### config.mk
export PLATFORM = sky130hd
export DESIGN_NAME = rca_pipe_adder
export DESIGN_NICKNAME = d
export VERILOG_FILES = /design/src/rtl/rca_pipe_pkg.sv /design/src/rtl/rca_half_adder.sv /design/src/rtl/rca_full_adder.sv /design/src/rtl/rca_valid_pipe.sv /design/src/rtl/rca_pipe_adder.sv
export SDC_FILE = /design/constraint.sdc
export NUM_CORES = 1
export LEC_CHECK = 0
export ABC_CLOCK_PERIOD_IN_PS = 1500
export BUFFER_PORTS_ARGS = -buffer_cell sky130_fd_sc_hd__buf_2
export CAP_MARGIN = 20
export CORE_MARGIN = 5
export CORE_UTILIZATION = 50
export DETAILED_ROUTE_END_ITERATION = 8
export PLACE_DENSITY = 0.73
export SKIP_CTS_REPAIR_TIMING = 1
export SLEW_MARGIN = 20
export SYNTH_ARGS = -nofsm -noshare
export SYNTH_HDL_FRONTEND = slang
export SYNTH_HIERARCHICAL = 1
export SYNTH_SLANG_ARGS = --single-unit
### constraint.sdc
create_clock -name clk_i -period 1.5 [get_ports clk_i]
set_input_delay 0.45 -clock clk_i [delete_from_list [all_inputs] [get_ports clk_i]]
set_output_delay 0.45 -clock clk_i [all_outputs]
set_load 0.02 [all_outputs]
### src/rtl/rca_pipe_pkg.sv
package rca_pipe_pkg;
  parameter int unsigned RCA_W_DEFAULT = 4;

  // level j keeps: carry, j sum bits, (W-j) bits of each operand
  function automatic int lvl_w(input int w, input int j);
    return 2 * w + 1 - j;
  endfunction

  function automatic int lvl_off(input int w, input int j);
    return j * (2 * w + 1) - (j * (j - 1)) / 2;
  endfunction
endpackage

### src/rtl/rca_half_adder.sv
module rca_half_adder (
  input  logic a_i,
  input  logic b_i,
  output logic s_o,
  output logic c_o
);
  assign s_o = a_i ^ b_i;
  assign c_o = a_i & b_i;
endmodule

### src/rtl/rca_full_adder.sv
module rca_full_adder (
  input  logic a_i,
  input  logic b_i,
  input  logic c_i,
  output logic s_o,
  output logic c_o
);
  logic s_1, c_1, c_2;

  rca_half_adder u_ha0 (.a_i(a_i), .b_i(b_i), .s_o(s_1), .c_o(c_1));
  rca_half_adder u_ha1 (.a_i(s_1), .b_i(c_i), .s_o(s_o), .c_o(c_2));

  assign c_o = c_1 | c_2;
endmodule

### src/rtl/rca_valid_pipe.sv
module rca_valid_pipe #(
  parameter int unsigned DEPTH = 5
) (
  input  logic clk_i,
  input  logic rst_ni,
  input  logic valid_i,
  output logic valid_o
);
  logic [DEPTH-1:0] vld_q;

  always_ff @(posedge clk_i or negedge rst_ni) begin
    if (!rst_ni) vld_q <= '0;
    else         vld_q <= {vld_q[DEPTH-2:0], valid_i};
  end

  assign valid_o = vld_q[DEPTH-1];
endmodule

### src/rtl/rca_pipe_adder.sv
module rca_pipe_adder
  import rca_pipe_pkg::*;
#(
  parameter int unsigned W = RCA_W_DEFAULT
) (
  input  logic         clk_i,
  input  logic         rst_ni,
  input  logic         in_valid_i,
  input  logic [W-1:0] x_i,
  input  logic [W-1:0] y_i,
  input  logic         carry_i,
  output logic         valid_o,
  output logic [W-1:0] sum_o,
  output logic         carry_o
);
  localparam int WI    = int'(W);
  localparam int LVLS  = WI + 1;
  localparam int TOT   = lvl_off(WI, LVLS);
  localparam int F_OFF = lvl_off(WI, WI);

  // all levels packed back to back; layout per level j:
  // [0] carry, [1 +: j] sums, [1+j +: W-j] x rest, [W+1 +: W-j] y rest
  logic [TOT-1:0] pipe_d, pipe_q;

  assign pipe_d[0 +: lvl_w(WI, 0)] = {y_i, x_i, carry_i};

  for (genvar j = 1; j <= WI; j++) begin : g_lvl
    localparam int P = lvl_off(WI, j - 1);
    localparam int C = lvl_off(WI, j);
    logic s_bit, c_bit;

    rca_full_adder u_fa (
      .a_i(pipe_q[P + j]),
      .b_i(pipe_q[P + WI + 1]),
      .c_i(pipe_q[P]),
      .s_o(s_bit),
      .c_o(c_bit)
    );

    assign pipe_d[C]     = c_bit;
    assign pipe_d[C + j] = s_bit;

    if (j > 1) begin : g_sums
      assign pipe_d[C + 1 +: j - 1] = pipe_q[P + 1 +: j - 1];
    end

    if (j < WI) begin : g_ops
      assign pipe_d[C + 1 + j +: WI - j]  = pipe_q[P + j + 1 +: WI - j];
      assign pipe_d[C + WI + 1 +: WI - j] = pipe_q[P + WI + 2 +: WI - j];
    end
  end

  // data path is not reset; validity is tracked separately
  always_ff @(posedge clk_i) pipe_q <= pipe_d;

  rca_valid_pipe #(.DEPTH(LVLS)) u_vld (
    .clk_i  (clk_i),
    .rst_ni (rst_ni),
    .valid_i(in_valid_i),
    .valid_o(valid_o)
  );

  assign carry_o = pipe_q[F_OFF];
  assign sum_o   = pipe_q[F_OFF + 1 +: WI];
endmodule

==> impl_metrics.prom, run 1 <==
# TYPE chip_impl_metric gauge
chip_impl_metric{name="cap_violations",unit=""} 0
chip_impl_metric{name="first_pass_grt_wire_length",unit="microns"} 1570
chip_impl_info{name="cp_top_family",value="flip-flops"} 1
chip_impl_metric{name="post_route_cells_drive_above_1_share",unit=""} 0.321
chip_impl_metric{name="cp_data_required_time",unit="ns"} 1.05
chip_impl_metric{name="max_fo_critical_path",unit=""} 1
chip_impl_info{name="worst_setup_path_end_kind",value="output pin"} 1
chip_impl_info{name="critical-path-slowest-cell",value="dfrtp_1"} 1
chip_impl_info{name="startpoint",value="u_vld/vld_q[4]"} 1
chip_impl_metric{name="clk-insertion-delay-late",unit="ns"} 0.32
chip_impl_metric{name="post_drt_wl_per_cell",unit="microns"} 8.48
chip_impl_metric{name="ioPinCount",unit=""} 18
chip_impl_info{name="synth_top_cell_by_area",value="dfxtp_1"} 1
chip_impl_metric{name="leakagePower",unit="nW"} 0.540
chip_impl_info{name="worst_r2r_startpoint",value="pipe_q[20]"} 1
chip_impl_metric{name="coreArea",unit="sq um"} 1920
chip_impl_metric{name="area_growth",unit="%"} 16.3
chip_impl_metric{name="post_layout_nonfiller_instances",unit=""} 105
chip_impl_metric{name="insertedDiodeCount",unit=""} 0
chip_impl_metric{name="postSynthRegisterBits",unit=""} 40
chip_impl_metric{name="worstPathArrival",unit="ns"} 0.84
chip_impl_metric{name="dieArea",unit="sq um"} 2950
chip_impl_info{name="critPathKind",value="reg -> out"} 1
chip_impl_metric{name="post_synth_instance_area",unit="sq um"} 981
chip_impl_metric{name="detailedRoute.firstPassIterationCount",unit=""} 3
chip_impl_metric{name="numClockSinks",unit=""} 40
chip_impl_metric{name="critical_path_buf_inv_count",unit=""} 1
chip_impl_metric{name="synth_seq_area_share",unit=""} 0.842
chip_impl_metric{name="worst_ir_drop_vdd",unit="V"} 0.000870
chip_impl_info{name="outcome",value="complete, no violations"} 1
chip_impl_metric{name="layout.core_utilization",unit=""} 0.594
chip_impl_metric{name="layout.filler_cells",unit=""} 156
chip_impl_metric{name="drt.antenna.violating_nets",unit=""} 0
chip_impl_metric{name="io_buffer_count",unit=""} 17
chip_impl_metric{name="worst_slew_margin_rel",unit=""} 0.928
chip_impl_metric{name="finalHoldViolations",unit=""} 0
chip_impl_info{name="cts_tree",value="done"} 1
chip_impl_metric{name="place.gp.congestion",unit=""} 0.593
chip_impl_metric{name="vias_per_cell",unit=""} 3.90
chip_impl_metric{name="start_util",unit=""} 0.510
chip_impl_metric{name="total_negative_setup_slacks",unit="ns"} 0
chip_impl_metric{name="overflow",unit=""} 0
chip_impl_info{name="yosys-top-cells-count",value="35 x dfxtp_1, 8 x ha_1, 5 x dfrtp_1, 4 x buf_4, 4 x or2_1"} 1
chip_impl_metric{name="layout_min_cycle_time",unit="ns"} 1.29
chip_impl_info{name="clock_tree_root",value="clkbuf_4"} 1
chip_impl_metric{name="finClkSkew",unit="ns"} 0.00426
chip_impl_metric{name="synthesized_nets",unit=""} 76
chip_impl_metric{name="postPlaceCellArea",unit="sq um"} 1070
chip_impl_metric{name="slew_of_the_pin_with_the_lowest_slew_margin",unit="ns"} 0.108
chip_impl_metric{name="die_h",unit="microns"} 54.3
chip_impl_metric{name="via_count",unit=""} 410
chip_impl_info{name="path_cells",value="buf_2"} 1
chip_impl_info{name="yosys.cell_count.top_type",value="dfxtp_1"} 1
chip_impl_metric{name="report.power.total",unit="mW"} 1.81
chip_impl_metric{name="grt_antenna_before_repair",unit=""} 0
chip_impl_metric{name="dp_cells",unit=""} 96
chip_impl_metric{name="cts-root-to-sink-buffers",unit=""} 2
chip_impl_info{name="hold_path.startpoint",value="y_i[3]"} 1
chip_impl_metric{name="placement_rows",unit=""} 16
chip_impl_metric{name="post-route-drc-count",unit=""} 0
chip_impl_metric{name="grt_max_degree",unit=""} 13
chip_impl_metric{name="synth_top_area_share",unit=""} 0.714
chip_impl_metric{name="async_set_or_reset_flop_fraction_in_the_synthesized_netlist",unit=""} 0.125
chip_impl_metric{name="grt_pass1_vias",unit=""} 399
chip_impl_metric{name="yosys_warnings",unit=""} 6
chip_impl_metric{name="power_per_cell_area",unit="nW/um^2"} 1590
chip_impl_metric{name="groute.usage.overall",unit=""} 0.0850
chip_impl_info{name="min-delay-path-class",value="in -> reg"} 1
chip_impl_metric{name="synth_cell_type_count",unit=""} 5
chip_impl_info{name="rsz0062_at_grt",value="false"} 1
chip_impl_metric{name="final_cell_area",unit="sq um"} 1140
chip_impl_metric{name="worst_setup_hold_path_clk_slew",unit="ns"} 0.10
chip_impl_metric{name="synthesis.instances",unit=""} 56
chip_impl_metric{name="max_stage_delay",unit="ns"} 0.37
chip_impl_metric{name="cts.htree.levels",unit=""} 2
chip_impl_metric{name="final_nets",unit=""} 97
chip_impl_info{name="netlist_top_cells_area",value="dfxtp_1 71%, dfrtp_1 13%, ha_1 10%"} 1
chip_impl_metric{name="drt_iter0_drcs",unit=""} 4
chip_impl_metric{name="cts_inserted_buffers",unit=""} 5
chip_impl_metric{name="synth-edff-count",unit=""} 0
chip_impl_metric{name="achievable-frequency",unit="MHz"} 777
chip_impl_metric{name="timing.final.max_slew_violations",unit=""} 0
chip_impl_info{name="critical_path.startpoint_type",value="flip-flop"} 1
chip_impl_info{name="ys_dominant_reg_cell",value="dfxtp_1"} 1
chip_impl_metric{name="timing.final.setup_violations",unit=""} 0
chip_impl_metric{name="post-route-period-util",unit=""} 0.859
chip_impl_metric{name="syn-mean-instance-area",unit="sq um"} 17.5
chip_impl_metric{name="postRouteWirelength",unit="microns"} 890
chip_impl_metric{name="die-width",unit="microns"} 54.3
report_power, final:
| group | internal (mW) | switching (mW) | leakage [nW] | total, mW |
|---|---|---|---|---|
| registers | 1.16 | 0.0207 | 0.354 | 1.18 |
| clock network | 0.223 | 0.299 | 0.0380 | 0.522 |
| logic | 0.0444 | 0.0590 | 0.148 | 0.103 |
| total | 1.43 | 0.378 | 0.540 | 1.81 |
flip-flops by register name, summed over array words and instances, names as in the netlist:
signal	cells
pipe_q	35
u_vld/vld_q	5
worst paths after layout:
check / endpoint / slack [ns] / cells after the start
worst max-delay path: valid_o / 0.21 / 1
worst min-delay path: pipe_q[8] / 0.22 / 1
worst max register to register: pipe_q[24] / 0.38 / 3
worst min register to register: pipe_q[31] / 0.33 / 0
max in group asynchronous: u_vld/vld_q[0] / 0.93 / 2
min in group asynchronous: u_vld/vld_q[2] / 0.45 / 2
routing by layer:
metal / vias up / wire (microns) / GRT usage
li1: 216 / - / -
met1: 178 / 357 / 0.0822
met2: 16 / 421 / 0.120
met3: 0 / 111 / 0.0845
met4: 0 / 0 / 0.0373
met5: - / 0 / 0
kinds of logic after synthesis:
group	share of synthesized area
flip-flops	0.842
adder cells (fa/ha/maj)	0.102
AND/OR/NAND/NOR	0.0255
buffers and inverters	0.0306
final cells by class:
class / instances / area (sq um) / area share
clock buffer: 6 / 51.3 / 0.0450
tap: 27 / 33.8 / 0.0296
multi-input combinational: 12 / 125 / 0.110
timing repair buffer: 18 / 95.1 / 0.0833
sequential: 40 / 826 / 0.724
clock inverter: 2 / 10.0 / 0.00877
cell usage in the layout, fill, tap and decap left out:
cell	n
buf_2	17
clkbuf_4	5
clkbuf_8	1
clkinv_2	2
dfrtp_1	5
dfxtp_1	35
dlygate4sd3_1	1
ha_1	8
or2_1	4
stage by stage:
| stage | hold WS [ns] | setup WS (ns) |
|---|---|---|
| after floorplan | 0.154 | 0.438 |
| after global placement | 0.262 | 0.418 |
| after detailed placement | 0.264 | 0.398 |
| after CTS | -0.111 | 0.184 |
| after global routing | 0.174 | 0.152 |
| final | 0.219 | 0.212 |
Note: power is estimated with default switching activity, not from simulation.
==> run 2, diff against run 1 <==
- REMOVE_ABC_BUFFERS: not set -> 1
==> impl_metrics.prom, run 2 (synthesized netlist as in run 1, its figures left out) <==
# TYPE chip_impl_metric gauge
chip_impl_info{name="critical-path-slowest-cell",value="dfrtp_1"} 1
chip_impl_metric{name="postRouteWirelength",unit="microns"} 946
chip_impl_metric{name="finClkSkew",unit="ns"} 0.00568
chip_impl_metric{name="via_count",unit=""} 418
chip_impl_metric{name="total_negative_setup_slacks",unit="ns"} 0
chip_impl_metric{name="slew_of_the_pin_with_the_lowest_slew_margin",unit="ns"} 0.110
chip_impl_metric{name="worstHoldPathCells",unit=""} 1
chip_impl_metric{name="worst_setup_hold_path_clk_slew",unit="ns"} 0.09
chip_impl_metric{name="placement_rows",unit=""} 16
chip_impl_metric{name="critical_path_buf_inv_count",unit=""} 1
chip_impl_info{name="rsz0062_at_grt",value="false"} 1
chip_impl_metric{name="area_growth",unit="%"} 16.7
chip_impl_metric{name="critical_path_cell_count",unit=""} 1
chip_impl_metric{name="grt_pass1_vias",unit=""} 382
chip_impl_metric{name="timing.final.max_slew_violations",unit=""} 0
chip_impl_metric{name="io_buffer_count",unit=""} 17
chip_impl_metric{name="worst_slew_margin_rel",unit=""} 0.926
chip_impl_metric{name="groute.usage.overall",unit=""} 0.0803
chip_impl_metric{name="drt_iter0_drcs",unit=""} 3
chip_impl_metric{name="fin_hold_ws",unit="ns"} 0.220
chip_impl_metric{name="post_drt_wl_per_cell",unit="microns"} 9.10
chip_impl_metric{name="layout_min_cycle_time",unit="ns"} 1.29
chip_impl_metric{name="detailedRoute.firstPassIterationCount",unit=""} 2
chip_impl_metric{name="clk-insertion-delay-late",unit="ns"} 0.33
chip_impl_metric{name="dp_cells",unit=""} 96
chip_impl_info{name="worst_setup_path_end_kind",value="output pin"} 1
chip_impl_info{name="biggestRegsByFlops",value="pipe_q x35, u_vld/vld_q x5"} 1
chip_impl_metric{name="post-place-ws",unit="ns"} 0.407
chip_impl_metric{name="finalHoldViolations",unit=""} 0
chip_impl_metric{name="ioPinCount",unit=""} 18
chip_impl_info{name="regMostFlops",value="pipe_q"} 1
chip_impl_metric{name="coreArea",unit="sq um"} 1920
chip_impl_info{name="critPathKind",value="reg -> out"} 1
chip_impl_metric{name="power_per_cell_area",unit="nW/um^2"} 1610
chip_impl_metric{name="grt_antenna_before_repair",unit=""} 0
chip_impl_metric{name="max_stage_delay",unit="ns"} 0.37
chip_impl_info{name="critical_path.startpoint_type",value="flip-flop"} 1
chip_impl_metric{name="post-route-drc-count",unit=""} 0
chip_impl_metric{name="layout.filler_cells",unit=""} 163
chip_impl_metric{name="grt_max_degree",unit=""} 12
chip_impl_metric{name="drt.antenna.violating_nets",unit=""} 0
chip_impl_metric{name="max_fo_critical_path",unit=""} 1
chip_impl_metric{name="cts.htree.levels",unit=""} 2
chip_impl_info{name="layout_commonest_cell",value="dfxtp_1"} 1
chip_impl_metric{name="achievable-frequency",unit="MHz"} 775
chip_impl_metric{name="leakagePower",unit="nW"} 0.539
chip_impl_metric{name="die-width",unit="microns"} 54.3
chip_impl_metric{name="overflow",unit=""} 0
chip_impl_metric{name="insertedDiodeCount",unit=""} 0
chip_impl_metric{name="post-route-period-util",unit=""} 0.860
chip_impl_metric{name="final_nets",unit=""} 97
chip_impl_info{name="cp_top_family",value="flip-flops"} 1
chip_impl_metric{name="vias_per_cell",unit=""} 4.02
chip_impl_info{name="outcome",value="complete, no violations"} 1
chip_impl_metric{name="post_layout_nonfiller_instances",unit=""} 104
chip_impl_metric{name="layout.core_utilization",unit=""} 0.596
chip_impl_metric{name="cts_inserted_buffers",unit=""} 5
chip_impl_info{name="clock_tree_root",value="clkbuf_4"} 1
chip_impl_metric{name="worstPathArrival",unit="ns"} 0.84
chip_impl_metric{name="numClockSinks",unit=""} 40
chip_impl_metric{name="place.gp.congestion",unit=""} 0.546
chip_impl_metric{name="detailedPlacementHpwl",unit="microns"} 613
chip_impl_metric{name="cap_violations",unit=""} 0
chip_impl_metric{name="rr_worst_depth",unit=""} 3
chip_impl_metric{name="first_pass_grt_wire_length",unit="microns"} 1420
chip_impl_info{name="min-delay-path-class",value="in -> reg"} 1
chip_impl_metric{name="timing.final.setup_violations",unit=""} 0
chip_impl_info{name="most-common-layout-cells",value="35 x dfxtp_1, 17 x buf_2, 8 x ha_1, 5 x clkbuf_4, 5 x dfrtp_1"} 1
chip_impl_metric{name="setup_slack",unit="ns"} 0.210
chip_impl_info{name="path_cells",value="buf_2"} 1
chip_impl_metric{name="largest_reg_flops",unit=""} 35
chip_impl_info{name="cts_tree",value="done"} 1
chip_impl_metric{name="cts-root-to-sink-buffers",unit=""} 2
chip_impl_metric{name="dieArea",unit="sq um"} 2950
chip_impl_metric{name="die_h",unit="microns"} 54.3
chip_impl_metric{name="worst_ir_drop_vdd",unit="V"} 0.000934
chip_impl_metric{name="cp_data_required_time",unit="ns"} 1.05
chip_impl_metric{name="post_route_cells_drive_above_1_share",unit=""} 0.312
chip_impl_metric{name="start_util",unit=""} 0.510
-- run 2: cell count changes in the layout (fill, tap and decap cells not counted), sizes merged --
cell | previous run | this run
clkinv | 2 | 0
clkbuf | 6 | 7
-- run 2: stage by stage --
step                      area, sq um  power [mW]
after floorplan                   951        1.26
after global placement           1070        1.31
after detailed placement         1070        1.32
after CTS                        1130        1.88
after global routing             1140        1.94
final                            1140        1.84
-- run 2: power breakdown --
part | internal, mW | switching [mW] | leakage [nW]
logic | 0.0457 | 0.0604 | 0.148
clock network | 0.266 | 0.288 | 0.0374
registers | 1.16 | 0.0207 | 0.354
-- run 2: final cells by class --
class,count,area [sq um],share of cell area
Sequential cell,40,826,0.721
Multi-Input combinational cell,12,125,0.109
Timing Repair Buffer,18,95.1,0.0831
Clock buffer,7,65.1,0.0568
Tap cell,27,33.8,0.0295
-- run 2: layer usage --
metal  part of all wire  wire (microns)  GRT usage  vias up
li1                   -               -          -      214
met1               0.40             382     0.0732      180
met2               0.44             419      0.104       21
met3               0.14             132     0.0817        3
met4              0.012              11     0.0622        0
met5                  0               0          0        -
-- run 2: path summary, 6_finish.rpt --
check	start	to	slack, ns
max	u_vld/vld_q[4]	valid_o	0.21
max reg2reg	pipe_q[11]	pipe_q[17]	0.38
min in group asynchronous	rst_ni	u_vld/vld_q[0]	0.45
min	x_i[0]	pipe_q[1]	0.22
max in group asynchronous	rst_ni	u_vld/vld_q[4]	0.92
min reg2reg	pipe_q[16]	pipe_q[23]	0.33
-- run 2: worst register-to-register path, cell delays in order (launching register included) --
cell	delay (ns)
dfxtp_1	0.31
ha_1	0.29
ha_1	0.20
or2_1	0.23
